===== config.mk =====
export PLATFORM = sky130hd
export DESIGN_NAME = dbg_link_master
export DESIGN_NICKNAME = d
export VERILOG_FILES = /design/src/rtl/dlm_pkg.sv /design/src/rtl/dlm_sclk_gen.sv /design/src/rtl/dlm_shifter.sv /design/src/rtl/dbg_link_master.sv
export SDC_FILE = /design/constraint.sdc
export NUM_CORES = 1
export LEC_CHECK = 0
export ABC_AREA = 1
export BUFFER_PORTS_ARGS = -buffer_cell sky130_fd_sc_hd__buf_2
export CAP_MARGIN = 10
export CELL_PAD_IN_SITES_DETAIL_PLACEMENT = 2
export CELL_PAD_IN_SITES_GLOBAL_PLACEMENT = 2
export CORE_ASPECT_RATIO = 0.9
export CORE_MARGIN = 3
export CORE_UTILIZATION = 37
export CTS_CLUSTER_DIAMETER = 60
export CTS_CLUSTER_SIZE = 10
export DETAILED_ROUTE_END_ITERATION = 7
export HOLD_SLACK_MARGIN = 0.03
export MAX_ROUTING_LAYER = met4
export PLACE_DENSITY_LB_ADDON = 0.1
export SETUP_SLACK_MARGIN = 0.3
export SYNTH_ARGS = -nofsm -noshare
export SYNTH_HDL_FRONTEND = slang
export SYNTH_SLANG_ARGS = --single-unit

===== constraint.sdc =====
create_clock -name clk -period 3.62 [get_ports clk]
set_input_delay 0.724 -clock clk [delete_from_list [all_inputs] [get_ports clk]]
set_output_delay 0.724 -clock clk [all_outputs]
set_load 0.01 [all_outputs]

===== src/rtl/dlm_pkg.sv =====
package dlm_pkg;
  localparam int unsigned DATA_W  = 16;
  localparam int unsigned FRAME_W = DATA_W + 1;
  localparam int unsigned BITS_W  = $clog2(FRAME_W + 1);
endpackage


===== src/rtl/dlm_sclk_gen.sv =====
module dlm_sclk_gen #(
  parameter int unsigned DIV_W = 8
) (
  input  logic             clk,
  input  logic             rst_n,
  input  logic             launch_i,
  input  logic [DIV_W-1:0] half_div_i,
  input  logic             last_i,
  output logic             sclk_o,
  output logic             run_o,
  output logic             rise_o,
  output logic             fall_o
);
  logic [DIV_W-1:0] cnt_q, cnt_d;
  logic [DIV_W-1:0] div_q, div_d;
  logic             sclk_q, sclk_d;
  logic             run_q, run_d;
  logic [DIV_W-1:0] eff_div;
  logic             tick;

  assign eff_div = (half_div_i == '0) ? DIV_W'(1) : half_div_i;
  assign tick    = run_q && (cnt_q == '0);
  assign rise_o  = tick && !sclk_q;
  assign fall_o  = tick && sclk_q && !last_i;

  always_comb begin
    cnt_d  = cnt_q;
    div_d  = div_q;
    sclk_d = sclk_q;
    run_d  = run_q;
    if (!run_q) begin
      sclk_d = 1'b1;
      if (launch_i) begin
        run_d  = 1'b1;
        sclk_d = 1'b0;
        div_d  = eff_div;
        cnt_d  = eff_div - DIV_W'(1);
      end
    end else if (tick) begin
      if (!sclk_q) begin
        sclk_d = 1'b1;
        cnt_d  = div_q - DIV_W'(1);
      end else if (!last_i) begin
        sclk_d = 1'b0;
        cnt_d  = div_q - DIV_W'(1);
      end else begin
        run_d = 1'b0;
      end
    end else begin
      cnt_d = cnt_q - DIV_W'(1);
    end
  end

  always_ff @(posedge clk or negedge rst_n) begin
    if (!rst_n) begin
      cnt_q  <= '0;
      div_q  <= DIV_W'(1);
      sclk_q <= 1'b1;
      run_q  <= 1'b0;
    end else begin
      cnt_q  <= cnt_d;
      div_q  <= div_d;
      sclk_q <= sclk_d;
      run_q  <= run_d;
    end
  end

  assign sclk_o = sclk_q;
  assign run_o  = run_q;

  // clock rests high outside a frame
  assert_idle_high_R8: assert property (@(posedge clk) disable iff (!rst_n)
    !run_q |-> sclk_q);
  // counter never exceeds the latched half-period
  assert_half_bound_R5: assert property (@(posedge clk) disable iff (!rst_n)
    run_q |-> (cnt_q < div_q) && (div_q != '0));
  // latched divider holds during a frame
  assert_div_hold_R7: assert property (@(posedge clk) disable iff (!rst_n)
    run_q && $past(run_q) |-> $stable(div_q));
endmodule


===== src/rtl/dlm_shifter.sv =====
module dlm_shifter
  import dlm_pkg::*;
(
  input  logic              clk,
  input  logic              rst_n,
  input  logic              load_i,
  input  logic [DATA_W-1:0] load_data_i,
  input  logic              rise_i,
  input  logic              fall_i,
  input  logic              finish_i,
  input  logic              sdi_i,
  output logic              sdo_o,
  output logic              rsp_flag_o,
  output logic [DATA_W-1:0] rsp_data_o
);
  logic [FRAME_W-1:0] tx_q, tx_d;
  logic [FRAME_W-1:0] rx_q, rx_d;
  logic [FRAME_W-1:0] word_in;
  logic               flag_q, flag_d;
  logic [DATA_W-1:0]  data_q, data_d;

  assign word_in = {rx_q[FRAME_W-2:0], sdi_i};

  always_comb begin
    tx_d   = tx_q;
    rx_d   = rx_q;
    flag_d = flag_q;
    data_d = data_q;
    if (load_i) begin
      tx_d = {1'b0, load_data_i};
      rx_d = '0;
    end else begin
      if (fall_i) tx_d = {tx_q[FRAME_W-2:0], 1'b0};
      if (rise_i) rx_d = word_in;
    end
    if (finish_i) begin
      flag_d = word_in[FRAME_W-1];
      data_d = word_in[DATA_W-1:0];
    end
  end

  always_ff @(posedge clk or negedge rst_n) begin
    if (!rst_n) begin
      tx_q   <= '0;
      rx_q   <= '0;
      flag_q <= 1'b0;
      data_q <= '0;
    end else begin
      tx_q   <= tx_d;
      rx_q   <= rx_d;
      flag_q <= flag_d;
      data_q <= data_d;
    end
  end

  assign sdo_o      = tx_q[FRAME_W-1];
  assign rsp_flag_o = flag_q;
  assign rsp_data_o = data_q;

  // response registers move only when the frame ends
  assert_rsp_hold_R9: assert property (@(posedge clk) disable iff (!rst_n)
    !finish_i |=> $stable(data_q) && $stable(flag_q));
  // a freshly loaded word always starts with a zero flag bit
  assert_flag_zero_R2: assert property (@(posedge clk) disable iff (!rst_n)
    load_i |=> !sdo_o);
endmodule


===== src/rtl/dbg_link_master.sv =====
module dbg_link_master
  import dlm_pkg::*;
#(
  parameter int unsigned DIV_W = 8
) (
  input  logic              clk,
  input  logic              rst_n,
  input  logic [DIV_W-1:0]  half_div_i,
  input  logic              req_start_i,
  input  logic [DATA_W-1:0] req_data_i,
  output logic              ser_clk_o,
  output logic              ser_out_o,
  input  logic              ser_in_i,
  output logic              busy_o,
  output logic              done_o,
  output logic              rsp_flag_o,
  output logic [DATA_W-1:0] rsp_data_o
);
  logic              rst_s1_q, rst_s2_q;
  logic              run;
  logic              rise, fall;
  logic              launch;
  logic              last;
  logic              finish;
  logic [BITS_W-1:0] bits_q, bits_d;
  logic              done_q, done_d;

  always_ff @(posedge clk or negedge rst_n) begin
    if (!rst_n) begin
      rst_s1_q <= 1'b0;
      rst_s2_q <= 1'b0;
    end else begin
      rst_s1_q <= 1'b1;
      rst_s2_q <= rst_s1_q;
    end
  end

  assign launch = req_start_i && !run;
  assign last   = (bits_q == BITS_W'(FRAME_W));
  assign finish = rise && (bits_q == BITS_W'(FRAME_W - 1));

  always_comb begin
    bits_d = bits_q;
    done_d = finish;
    if (launch)    bits_d = '0;
    else if (rise) bits_d = bits_q + BITS_W'(1);
  end

  always_ff @(posedge clk or negedge rst_s2_q) begin
    if (!rst_s2_q) begin
      bits_q <= '0;
      done_q <= 1'b0;
    end else begin
      bits_q <= bits_d;
      done_q <= done_d;
    end
  end

  dlm_sclk_gen #(.DIV_W(DIV_W)) u_sclk (
    .clk       (clk),
    .rst_n     (rst_s2_q),
    .launch_i  (launch),
    .half_div_i(half_div_i),
    .last_i    (last),
    .sclk_o    (ser_clk_o),
    .run_o     (run),
    .rise_o    (rise),
    .fall_o    (fall)
  );

  dlm_shifter u_shift (
    .clk        (clk),
    .rst_n      (rst_s2_q),
    .load_i     (launch),
    .load_data_i(req_data_i),
    .rise_i     (rise),
    .fall_i     (fall),
    .finish_i   (finish),
    .sdi_i      (ser_in_i),
    .sdo_o      (ser_out_o),
    .rsp_flag_o (rsp_flag_o),
    .rsp_data_o (rsp_data_o)
  );

  assign busy_o = run;
  assign done_o = done_q;

  // done lasts a single cycle
  assert_done_pulse_R6: assert property (@(posedge clk) disable iff (!rst_s2_q)
    done_q |=> !done_q);
  // never more than 17 rising edges per frame
  assert_bit_limit_R10: assert property (@(posedge clk) disable iff (!rst_s2_q)
    bits_q <= BITS_W'(FRAME_W));
  // output data holds while the serial clock stays high
  assert_sdo_stable_R3: assert property (@(posedge clk) disable iff (!rst_s2_q)
    ser_clk_o && $past(ser_clk_o) |-> $stable(ser_out_o));
  // a start during a frame does not restart the bit count
  assert_start_ignored_R7: assert property (@(posedge clk) disable iff (!rst_s2_q)
    busy_o && req_start_i && !rise |=> $stable(bits_q));
  // busy ends only after all rising edges
  assert_busy_end_R8: assert property (@(posedge clk) disable iff (!rst_s2_q)
    $fell(busy_o) |-> ser_clk_o && last);
endmodule


==> results of run 1 <==
-- synth_stat cells (3+ instances only) --
| cell type | count | share of area |
|---|---|---|
| inv_2 | 5 | 0.0052 |
| o21ai_0 | 22 | 0.030 |
| buf_2 | 8 | 0.011 |
| clkbuf_1 | 3 | 0.0031 |
| buf_1 | 3 | 0.0031 |
| o21ai_1 | 30 | 0.042 |
| inv_1 | 50 | 0.052 |
| buf_6 | 3 | 0.0093 |
| nand3_1 | 35 | 0.048 |
| dfrtp_1 | 74 | 0.51 |
| nand2_2 | 7 | 0.012 |
| buf_4 | 3 | 0.0062 |
| a31oi_1 | 17 | 0.029 |
| nand2_1 | 100 | 0.10 |
| nor2_2 | 6 | 0.010 |
| ha_1 | 4 | 0.014 |
| nor2_1 | 30 | 0.031 |
| nor2_4 | 6 | 0.019 |
-- metal layers --
metal | up-vias | routed length (um)
li1 | 1448 | -
met1 | 1488 | 4370
met2 | 41 | 4570
met3 | 7 | 313
met4 | 0 | 76
met5 | - | 0
-- worst max-delay path by stage --
stage | start | endpoint | cells past startpoint | slack (ns)
5_1_grt | u_sclk.cnt_q[2] | u_shift.rsp_data_o[3] | 9 | 0.47
6_report | u_sclk.cnt_q[5] | u_shift.rsp_data_o[3] | 9 | 0.86
3_3_place_gp | u_sclk.cnt_q[7] | u_shift.rsp_data_o[11] | 10 | 1.03
4_1_cts | u_sclk.cnt_q[5] | u_shift.rsp_data_o[3] | 9 | 0.80
3_5_place_dp | u_sclk.cnt_q[7] | u_shift.rsp_data_o[4] | 10 | 0.84
2_1_floorplan | rst_s2_q | bits_q[0] | 0 | 1.35
-- registers in the layout (all words and copies together) (netlist names) --
name and flops:
rst_s1_q 1, u_sclk.div_q 8, u_shift.rsp_data_o 16, u_shift.tx_q 17, u_shift.rsp_flag_o 1, rst_s2_q 1
u_shift.rx_q 16, u_sclk.run_o 1, u_sclk.cnt_q 8, u_sclk.sclk_o 1, done_o 1, bits_q 5
-- power by group through the flow --
stage	registers [mW]	clock network, mW	logic (mW)
5_1_grt	1.20	0.811	0.741
3_5_place_dp	1.18	0	0.652
6_report	1.17	0.743	0.641
4_1_cts	1.17	0.776	0.659
2_1_floorplan	1.15	0	0.479
3_3_place_gp	1.17	0	0.608
-- worst max-delay path: cells and delay by family, from the launching register on --
family | cells | cell delay [ns]
AOI/OAI and AO/OA | 1 | 0.40
buffers and inverters | 2 | 0.36
DFF | 1 | 0.42
and+or+nand+nor | 6 | 1.46
-- cells by family (layout without fill, tap and decap cells) --
kind of cell	count (synthesis)	after routing	synth area share
other	1	1	0.00104
flip-flops	76	76	0.527
adder cells (fa/ha/maj)	4	4	0.0139
buffers and inverters	75	125	0.0900
AND/OR/NAND/NOR	195	195	0.253
AO/OA/AOI/OAI	75	75	0.115
-- final cells by class --
class,count,area share
timing repair buffer,54,0.0685
clock inverter,7,0.0252
inverter,55,0.0496
multi-input combinational,275,0.332
clock buffer,9,0.0298
sequential,76,0.458
tap,122,0.0367
==> summary.md, run 1 <==
| Metric | Value |
|---|---|
| Clk Tree Root Cell | clkbuf_8 |
| TritonCTS Sinks | 76 |
| Clock power share | 0.291 |
| RSZ-0062 raised after global routing | false |
| Initial antenna violation count | 0 |
| Syn avg cell area | 8.48 sq um |
| Period utilisation layout | 0.763 |
| Synthesis-to-layout area growth | 15.2% |
| Post-synthesis instance area | 3610 sq um |
| Post-DRT Antenna Nets | 0 |
| CP endpoint kind | flip-flop |
| GRT met1 Usage | 0.243 |
| Post-DP Area | 3930 sq um |
| Detailed Routing Iterations Pass 1 | 4 |
| Fin. max-slew vios | 0 |
| Synth unique cells | 33 |
| Global route hottest layer | met2 |
| Net Sw Frac | 0.339 |
| Setup Viol. Count Final | 0 |
| Io pins | 49 |
| Max-Cap Viols | 0 |
| Drt drc | 0 |
| CP max-delay cell | nand4_2 |
| Syn Nets | 458 |
| FF-to-FF End | u_shift.rsp_data_o[3] |
| Post-Route WL | 9.33 mm |
| Row count | 33 |
| RR Startpoint | u_sclk.cnt_q[5] |
| FFs w/ async S/R, synth | 1.00 |
| Critical Path, Cell by Cell | nor2_2 -> nand2_2 -> nor2_4 -> nand2_2 -> inv_2 -> nand2_1 -> inv_2 -> nand4_2 -> o21ai_1 |
| DRT iter0 DRCs | 104 |
| CP arrival | 3.01 ns |
| Ys Warns | 0 |
| Full die area | 11000 sq um |
| CTS tree | done |
| Internal Power | 1.69 mW |
| Most frequent cells in the layout | 100 x nand2_1, 73 x dfrtp_1, 50 x inv_1 |
| Measured slew at the worst slew-check pin | 1.00 ns |
| Clk_lat worst skew | 0.36 ns |
| Post-Route Utilization | 0.448 |
| Vias in the first global route | 3303 |
| FF-to-FF setup slack | 0.86 ns |
| Pre-CTS setup slack | 0.843 ns |
| Gr ovfl total | 0 |
| Initial Utilization | 0.389 |
| Final Critical Period | 2.76 ns |
| Final hold vios | 0 |
| Final hold slack | 0.145 ns |
| Final GP Congestion | 0.764 |
| Multi-input logic area | 1380 sq um |
| DP Wirelength | 6.73 mm |
| Met2 usage in global routing | 0.317 |
| Worst slew margin | 0.331 |
| Longest Clk Path Bufs | 2 |
| Max Freq | 362 MHz |
| Hold WC Path Type | in -> async |
| Die X | 110 um |
| Finished Layout Cells | 598 |
| Inserted Diodes | 0 |
| First-pass GRT wire length | 16.1 mm |
| Setup TNS | 0 ns |
| WP data required | 3.87 ns |
| Number of flops mapped to enable cells by yosys | 0 |
| Core box area | 9290 sq um |
| Kind of critical path | reg -> reg |
| Final Power | 2.55 mW |
| CP max stage delay | 0.70 ns |
| VDD IR max | 0.260 mV |
| Final WS setup | 0.857 ns |
| Post-cts sizing count | 0 |
| Seq cells post-synth | 76 |
| Largest net degree at the start of global routing | 45 |
| Seq pwr share | 0.457 |
| Clk_skew | 0.0217 ns |
| Gr usage total | 0.192 |
| Post-CTS Setup Inserts | 0 |
| CTS HTree Levels | 3 |
| Most common cell after layout, fill and taps aside | nand2_1 |
| WL/cell | 15.6 um |
| Clock Pin Slew Worst Setup and Hold Paths | 0.09 ns |
| Seq/Total Area, Yosys | 0.527 |
| Fill count | 1066 |
| Register area | 1910 sq um |
| Cts bufs inserted | 9 |
| Outcome | finished, final reports clean |
| Die H | 99.8 um |
| Logic pwr share | 0.251 |
| Reg2Reg Depth | 9 |
| Hold Buf Count CTS | 0 |
| Top FF cell, synth | dfrtp_1 |
| Vias per inst | 4.99 |
| Post-Place Cells | 582 |
| Port Buffer Count | 48 |
| Cells after Synth | 426 |
| Startpoint class of the critical path | flip-flop |
| Via count | 2984 |
| Top fanout value on the critical path | 34 |
| Nets@finish | 503 |
| Sw power | 864 uW |
| Design Area, Final | 4160 sq um |
| Pwr Density | 613 nW/um^2 |
| Met3 usage | 0.0389 |
| Layout cells sized above 1 | 0.221 |
| Leakage | 2.06 nW |
No activity file was read; power rests on OpenSTA's default activity.
==> run 2, diff against run 1 <==
CORE_UTILIZATION = 34   (was 37)
clock period = 2.6 ns   (was 3.62 ns; I/O delays follow)
==> run 2 against run 1 <==
Net effect:
- final cell count is 2.2% higher
- utilization shrank 3.2 points
- via count up 0.64%
- sequential power rose by 38%
- global-route usage decreased by 0.48 points
- count of clock-buffer cells in the layout up 1
- first-iteration DRC count fell by 15%
- register-to-register slack lost 0.24 ns
- total power rose by 46%
- sequential share of layout area down 1.3 points
- largest power group unchanged
- final area is 2.9% higher
- clock power grew 57%
==> summary.md, run 2 (same netlist as run 1, synthesis figures left out) <==
| Metric | Value |
|---|---|
| Outcome | finished, final reports clean |
| Most common cell after layout, fill and taps aside | nand2_1 |
| RSZ-0062 raised after global routing | false |
| DRT iter0 DRCs | 88 (-15%) |
| Inserted Diodes | 0 (unchanged) |
| Clk Tree Root Cell | clkbuf_16 |
| Setup TNS | 0 ns (unchanged) |
| CP endpoint kind | flip-flop |
| Top fanout value on the critical path | 4 (-88%) |
| Post-DRT Antenna Nets | 0 (unchanged) |
| Die H | 104 um (+4.1%) |
| WL/cell | 16.3 um (+4.2%) |
| Seq pwr share | 0.436 (-0.021) |
| Setup Viol. Count Final | 0 (unchanged) |
| Net Sw Frac | 0.336 (-0.00297) |
| Largest net degree at the start of global routing | 75 (+67%) |
| VDD IR max | 0.433 mV (+67%) |
| Clock Pin Slew Worst Setup and Hold Paths | 0.06 ns (-0.03 ns) |
| Final hold vios | 0 (unchanged) |
| Hold WC Path Type | reg -> async |
| Leakage | 2.12 nW (+2.9%) |
| Clock power share | 0.313 (+0.022) |
| Io pins | 49 (unchanged) |
| Core box area | 10300 sq um (+11%) |
| Post-Place Cells | 592 (+1.7%) |
| Fill count | 1179 (+11%) |
| Worst slew margin | 0.639 (+0.308) |
| Via count | 3003 (+0.64%) |
| Fin. max-slew vios | 0 (unchanged) |
| WP data required | 2.83 ns (-1.04 ns) |
| Vias per inst | 4.91 (-1.5%) |
| Measured slew at the worst slew-check pin | 0.539 ns (-0.465 ns) |
| Cts bufs inserted | 9 (unchanged) |
| Multi-input logic area | 1380 sq um (unchanged) |
| Max Freq | 505 MHz (+40%) |
| Final GP Congestion | 0.866 (+13%) |
| CTS HTree Levels | 3 (unchanged) |
| Vias in the first global route | 3422 (+3.6%) |
| CTS tree | done |
| Detailed Routing Iterations Pass 1 | 4 (unchanged) |
| Gr usage total | 0.187 (-0.00483) |
| CP arrival | 2.20 ns (-0.81 ns) |
| Logic pwr share | 0.251 (about the same) |
| Pwr Density | 869 nW/um^2 (+42%) |
| Layout cells sized above 1 | 0.228 (+0.00763) |
| First-pass GRT wire length | 17.2 mm (+6.5%) |
| Kind of critical path | reg -> reg |
| Longest Clk Path Bufs | 2 (unchanged) |
| Max-Cap Viols | 0 (unchanged) |
| Drt drc | 0 (unchanged) |
| Clk_lat worst skew | 0.33 ns (-0.03 ns) |
| Most frequent cells in the layout | 100 x nand2_1, 73 x dfrtp_1, 50 x inv_1 |
| Register area | 1910 sq um (unchanged) |
| Max reg flops | 17 (unchanged) |
| Gr ovfl total | 0 (unchanged) |
| Startpoint class of the critical path | flip-flop |
| Internal Power | 2.47 mW (+46%) |
| Initial antenna violation count | 0 (unchanged) |
| TritonCTS Sinks | 76 (unchanged) |
| Largest Register | u_shift.tx_q |
| Port Buffer Count | 48 (unchanged) |
| DP Wirelength | 7.05 mm (+4.8%) |
| Clk_skew | 0.00600 ns (-0.0157 ns) |
| Post-Route Utilization | 0.416 (-0.0320) |
| Row count | 35 (+6.1%) |
| Synthesis-to-layout area growth | 18.5% |
| Initial Utilization | 0.351 (-0.0378) |
| Finished Layout Cells | 611 (+2.2%) |
| Full die area | 11900 sq um (+8.3%) |
| Post-Route WL | 9.93 mm (+6.5%) |
| Die X | 115 um (+4.1%) |
| Period utilisation layout | 0.761 (-0.00199) |
| Nets@finish | 509 (+1.2%) |
| Final Critical Period | 1.98 ns (-0.784 ns) |
| Sw power | 1.25 mW (+45%) |
-- run 2: worst paths after layout --
check                                 from          endpoint  slack [ns]  cells after the start
max                        u_sclk.cnt_q[2]   u_sclk.cnt_q[6]        0.62                     15
min                               rst_s2_q  u_shift.tx_q[10]        0.27                      1
max reg2reg                u_sclk.cnt_q[2]   u_sclk.cnt_q[6]        0.62                     15
min reg2reg                       rst_s2_q  u_shift.tx_q[10]        0.27                      1
max in group asynchronous         rst_s2_q   u_sclk.div_q[0]        1.94                      1
min in group clk                  rst_s1_q          rst_s2_q        0.37                      0
-- run 2: what timing repair did --
item | CTS | global route
hold buffers | 1 | 0
endpoints found under the setup margin | 0 | 2
setup buffers | 0 | 2
endpoints found under the hold margin | 2 | 0
gates resized for setup | 0 | 0
-- run 2: critical path: stages (launching register included) --
cell and delay (ns):
dfrtp_1 0.42, nor2_1 0.14, nand2_2 0.09, nor2_4 0.17
nand2_2 0.12, nor2_1 0.11, inv_1 0.07, nand3_4 0.09
inv_1 0.05, ha_1 0.19, inv_1 0.08, nor2_2 0.06
nand3_1 0.10, nand2_1 0.06, nand3_1 0.08, nand2_1 0.05
-- run 2: per-layer routing --
metal	global-route usage	routed length, um	up-vias
met5	-	0	-
met4	0.0458	112	0
met3	0.0426	255	10
met2	0.301	4820	44
met1	0.238	4740	1490
li1	-	-	1459
-- run 2: final cells by class --
class / instances / share of cell area
clock buffer: 10 / 0.0558
clock inverter: 6 / 0.00935
inverter: 55 / 0.0482
multi-input combinational: 275 / 0.323
sequential: 76 / 0.445
tap: 129 / 0.0377
timing repair buffer: 60 / 0.0807
-- run 2: power by group through the flow --
stage | combinational, mW | clock [mW] | sequential (mW)
final | 0.933 | 1.17 | 1.62
after global routing | 1.08 | 1.27 | 1.66
after CTS | 0.950 | 1.21 | 1.62
after detailed placement | 0.939 | 0 | 1.64
after global placement | 0.901 | 0 | 1.62
after floorplan | 0.667 | 0 | 1.61
-- run 2: through the flow --
stage               hold WS, ns  cell area, sq um  total power [mW]  worst slack (ns)
floorplan                 0.224              3610              2.27             0.330
global placement          0.304              3980              2.52             0.384
detailed placement        0.311              3980              2.58             0.329
CTS                       0.331              4270              3.79             0.396
global route              0.354              4280              4.01             0.416
finish                    0.273              4280              3.72             0.621
==> run 3, diff against run 2 <==
CORE_UTILIZATION = 31   (was 34)
clock period = 1.7 ns   (was 2.6 ns; I/O delays follow)
==> run 3 against run 2 <==
Net effect:
- the run now ends with negative setup slack left
- first-iteration DRC count is 11% higher
- register-to-register slack worse by 0.79 ns
- critical path type unchanged
- global-route usage is 1.4 points higher
- setup slack worse by 0.79 ns
- critical path depth is 2 lower
- wire length is 28% higher
- die area is 9.1% higher
- via count is 12% higher
- non-clock buffer count is 52 higher
- total power is 74% higher
- largest power group unchanged
- count of clock-buffer cells in the layout stayed put
==> summary.md, run 3 (same netlist as run 1, synthesis figures left out) <==
| Metric | Value |
|---|---|
| Outcome | finished, violations left |
| Failing checks | negative setup slack |
| Die H | 108 um (+4.5%) |
| CTS HTree Levels | 3 (unchanged) |
| Inserted Diodes | 0 (unchanged) |
| Gr usage total | 0.200 (+0.0135) |
| Max-Cap Viols | 0 (unchanged) |
| VDD IR max | 0.569 mV (+32%) |
| Final WS setup | -0.169 ns (-0.790 ns) |
| Via count | 3351 (+12%) |
| Final GP Congestion | 0.769 (-11%) |
| Clk_skew | 0.00682 ns (+0.000826 ns) |
| Clock Pin Slew Worst Setup and Hold Paths | 0.06 ns (about the same) |
| Final Power | 6.48 mW (+74%) |
| Reg2Reg Depth | 13 (-2) |
| Critical Path, Cell by Cell | nor2_2 -> nand2_2 -> nor2_4 -> buf_4 -> nand3_2 -> nand2_1 -> nor2_4 -> nand2_2 -> nor2_4 -> nand2_1 -> nand2_1 -> nand3_1 -> nand2_1 |
| CTS tree | done |
| Post-DRT Antenna Nets | 0 (unchanged) |
| Hold path start | req_data_i[0] |
| Fin. max-slew vios | 0 (unchanged) |
| Initial antenna violation count | 0 (unchanged) |
| Detailed Routing Iterations Pass 1 | 4 (unchanged) |
| Cts bufs inserted | 9 (unchanged) |
| CP most frequent cell | nand2_1 |
| Met2 Routed Length | 6.77 mm (+40%) |
| FF-to-FF End | u_sclk.cnt_q[7] |
| Worst Path Buf+Inv | 1 (-2) |
| WP data required | 1.93 ns (-0.90 ns) |
| Max reg flops | 17 (unchanged) |
| Row count | 36 (+2.9%) |
| Max Freq | 535 MHz (+5.9%) |
| Kind of critical path | reg -> reg |
| Worst Hold End | u_shift.tx_q[0] |
| Post-Route Utilization | 0.481 (+0.0652) |
| Port Buffer Count | 48 (unchanged) |
| Initial Utilization | 0.326 (-0.0250) |
| Met1 WL | 5.26 mm (+11%) |
| Core box area | 11100 sq um (+7.7%) |
| DRT iter0 DRCs | 98 (+11%) |
| Period utilisation layout | 1.10 (+0.338) |
| Gr ovfl total | 0 (unchanged) |
| Full die area | 13000 sq um (+9.1%) |
| CP max-delay cell | dfrtp_1 |
| Pre-CTS setup slack | -0.185 ns (-0.514 ns) |
| Setup TNS | -2.77 ns (-2.77 ns) |
| Pwr Density | 1210 nW/um^2 (+40%) |
| Largest net degree at the start of global routing | 75 (unchanged) |
| Vias in the first global route | 3684 (+7.7%) |
| Drt drc | 0 (unchanged) |
| TritonCTS Sinks | 76 (unchanged) |
| Vias per inst | 4.86 (-1.2%) |
| Leakage | 2.55 nW (+20%) |
| Die X | 120 um (+4.5%) |
| CP endpoint kind | flip-flop |
| Io pins | 49 (unchanged) |
| WL/cell | 18.4 um (+13%) |
| Post-Route WL | 12.7 mm (+28%) |
| Startpoint class of the critical path | flip-flop |
| Clk_lat worst skew | 0.35 ns (+0.02 ns) |
| Most common cell after layout, fill and taps aside | nand2_1 |
| CP max stage delay | 0.40 ns (-0.02 ns) |
| Clk Tree Root Cell | clkbuf_16 |
| Largest Register | u_shift.tx_q |
| Longest Clk Path Bufs | 2 (unchanged) |
| Final Critical Period | 1.87 ns (-0.110 ns) |
| Top sig layer | met4 |
| DP Wirelength | 6.91 mm (-2.0%) |
| Layout cells sized above 1 | 0.424 (+0.196) |
| Most frequent cells in the layout | 93 x nand2_1, 71 x dfrtp_1, 46 x buf_2 |
| CP arrival | 2.10 ns (-0.10 ns) |
| Fill count | 1217 (+3.2%) |
| Synthesis-to-layout area growth | 47.6% |
| Top fanout value on the critical path | 6 (+2) |
| Family with the most delay on the worst path | simple AND/OR/NAND/NOR gates |
| RR Startpoint | u_sclk.cnt_q[0] |
| FF-to-FF setup slack | -0.17 ns (-0.79 ns) |
| Setup Viol. Count Final | 52 (+52) |
| Nets@finish | 565 (+11%) |
| First-pass GRT wire length | 19.3 mm (+12%) |
| RSZ-0062 raised after global routing | true |
| Final hold vios | 0 (unchanged) |
| Hold WC Path Type | in -> reg |
| Min-Delay Path Depth | 3 |
| Metal3 WL | 403 um (+58%) |
==> run 3: layout make-up <==
cell class / count / area [sq um] / share of cell area
multi-input cells: 279 / 1760 / 0.329
flip-flops and latches: 76 / 1910 / 0.358
repair buffers: 112 / 971 / 0.182
clock inverters: 6 / 45.0 / 0.00845
clock buffers: 10 / 239 / 0.0448
well taps: 152 / 190 / 0.0357
inverters: 55 / 224 / 0.0420
==> run 3: where the power goes <==
| group | internal [mW] | switching, mW | leakage, nW |
|---|---|---|---|
| combinational | 0.984 | 1.18 | 1.43 |
| sequential | 2.20 | 0.260 | 0.969 |
| clock | 1.04 | 0.815 | 0.143 |
==> run 3: how the worst max path moves through the flow <==
stage	start	endpoint	slack, ns	depth (start not counted)
final	u_sclk.cnt_q[0]	u_sclk.cnt_q[7]	-0.17	13
after global routing	u_sclk.cnt_q[0]	u_sclk.cnt_q[6]	-0.32	15
after CTS	u_sclk.cnt_q[5]	u_sclk.cnt_q[6]	-0.14	15
after detailed placement	half_div_i[5]	u_sclk.cnt_q[6]	-0.18	14
after global placement	half_div_i[5]	u_sclk.cnt_q[6]	-0.13	14
after floorplan	u_sclk.cnt_q[2]	u_sclk.cnt_q[6]	-0.002	14
==> run 3: stage by stage <==
| stage | area (sq um) | hold WS (ns) | cells |
|---|---|---|---|
| 2_1_floorplan | 3690 | 0.0444 | 426 |
| 3_3_place_gp | 4230 | 0.126 | 638 |
| 3_5_place_dp | 4230 | 0.128 | 638 |
| 4_1_cts | 4920 | 0.209 | 677 |
| 5_1_grt | 5330 | 0.241 | 690 |
| 6_report | 5330 | 0.217 | 690 |
==> run 3: layer usage <==
metal | vias up | GRT usage
met5 | - | -
met4 | 0 | 0.0695
li1 | 1588 | -
met1 | 1685 | 0.225
met3 | 23 | 0.0544
met2 | 55 | 0.347
==> run 3: tightest hold or removal path: stages <==
cell and delay [ns]:
buf_2 0.08, nand2_1 0.05, o21ai_1 0.06
==> run 3: repair_timing <==
item | in CTS | in global routing
pin swaps | 16 | 9
hold buffers | 1 | 0
gates cloned | 8 | 5
endpoints found under the hold margin | 2 | 0
endpoints found under the setup margin | 67 | 76
buffers inserted | 14 | 8
gates resized for setup | 65 | 66
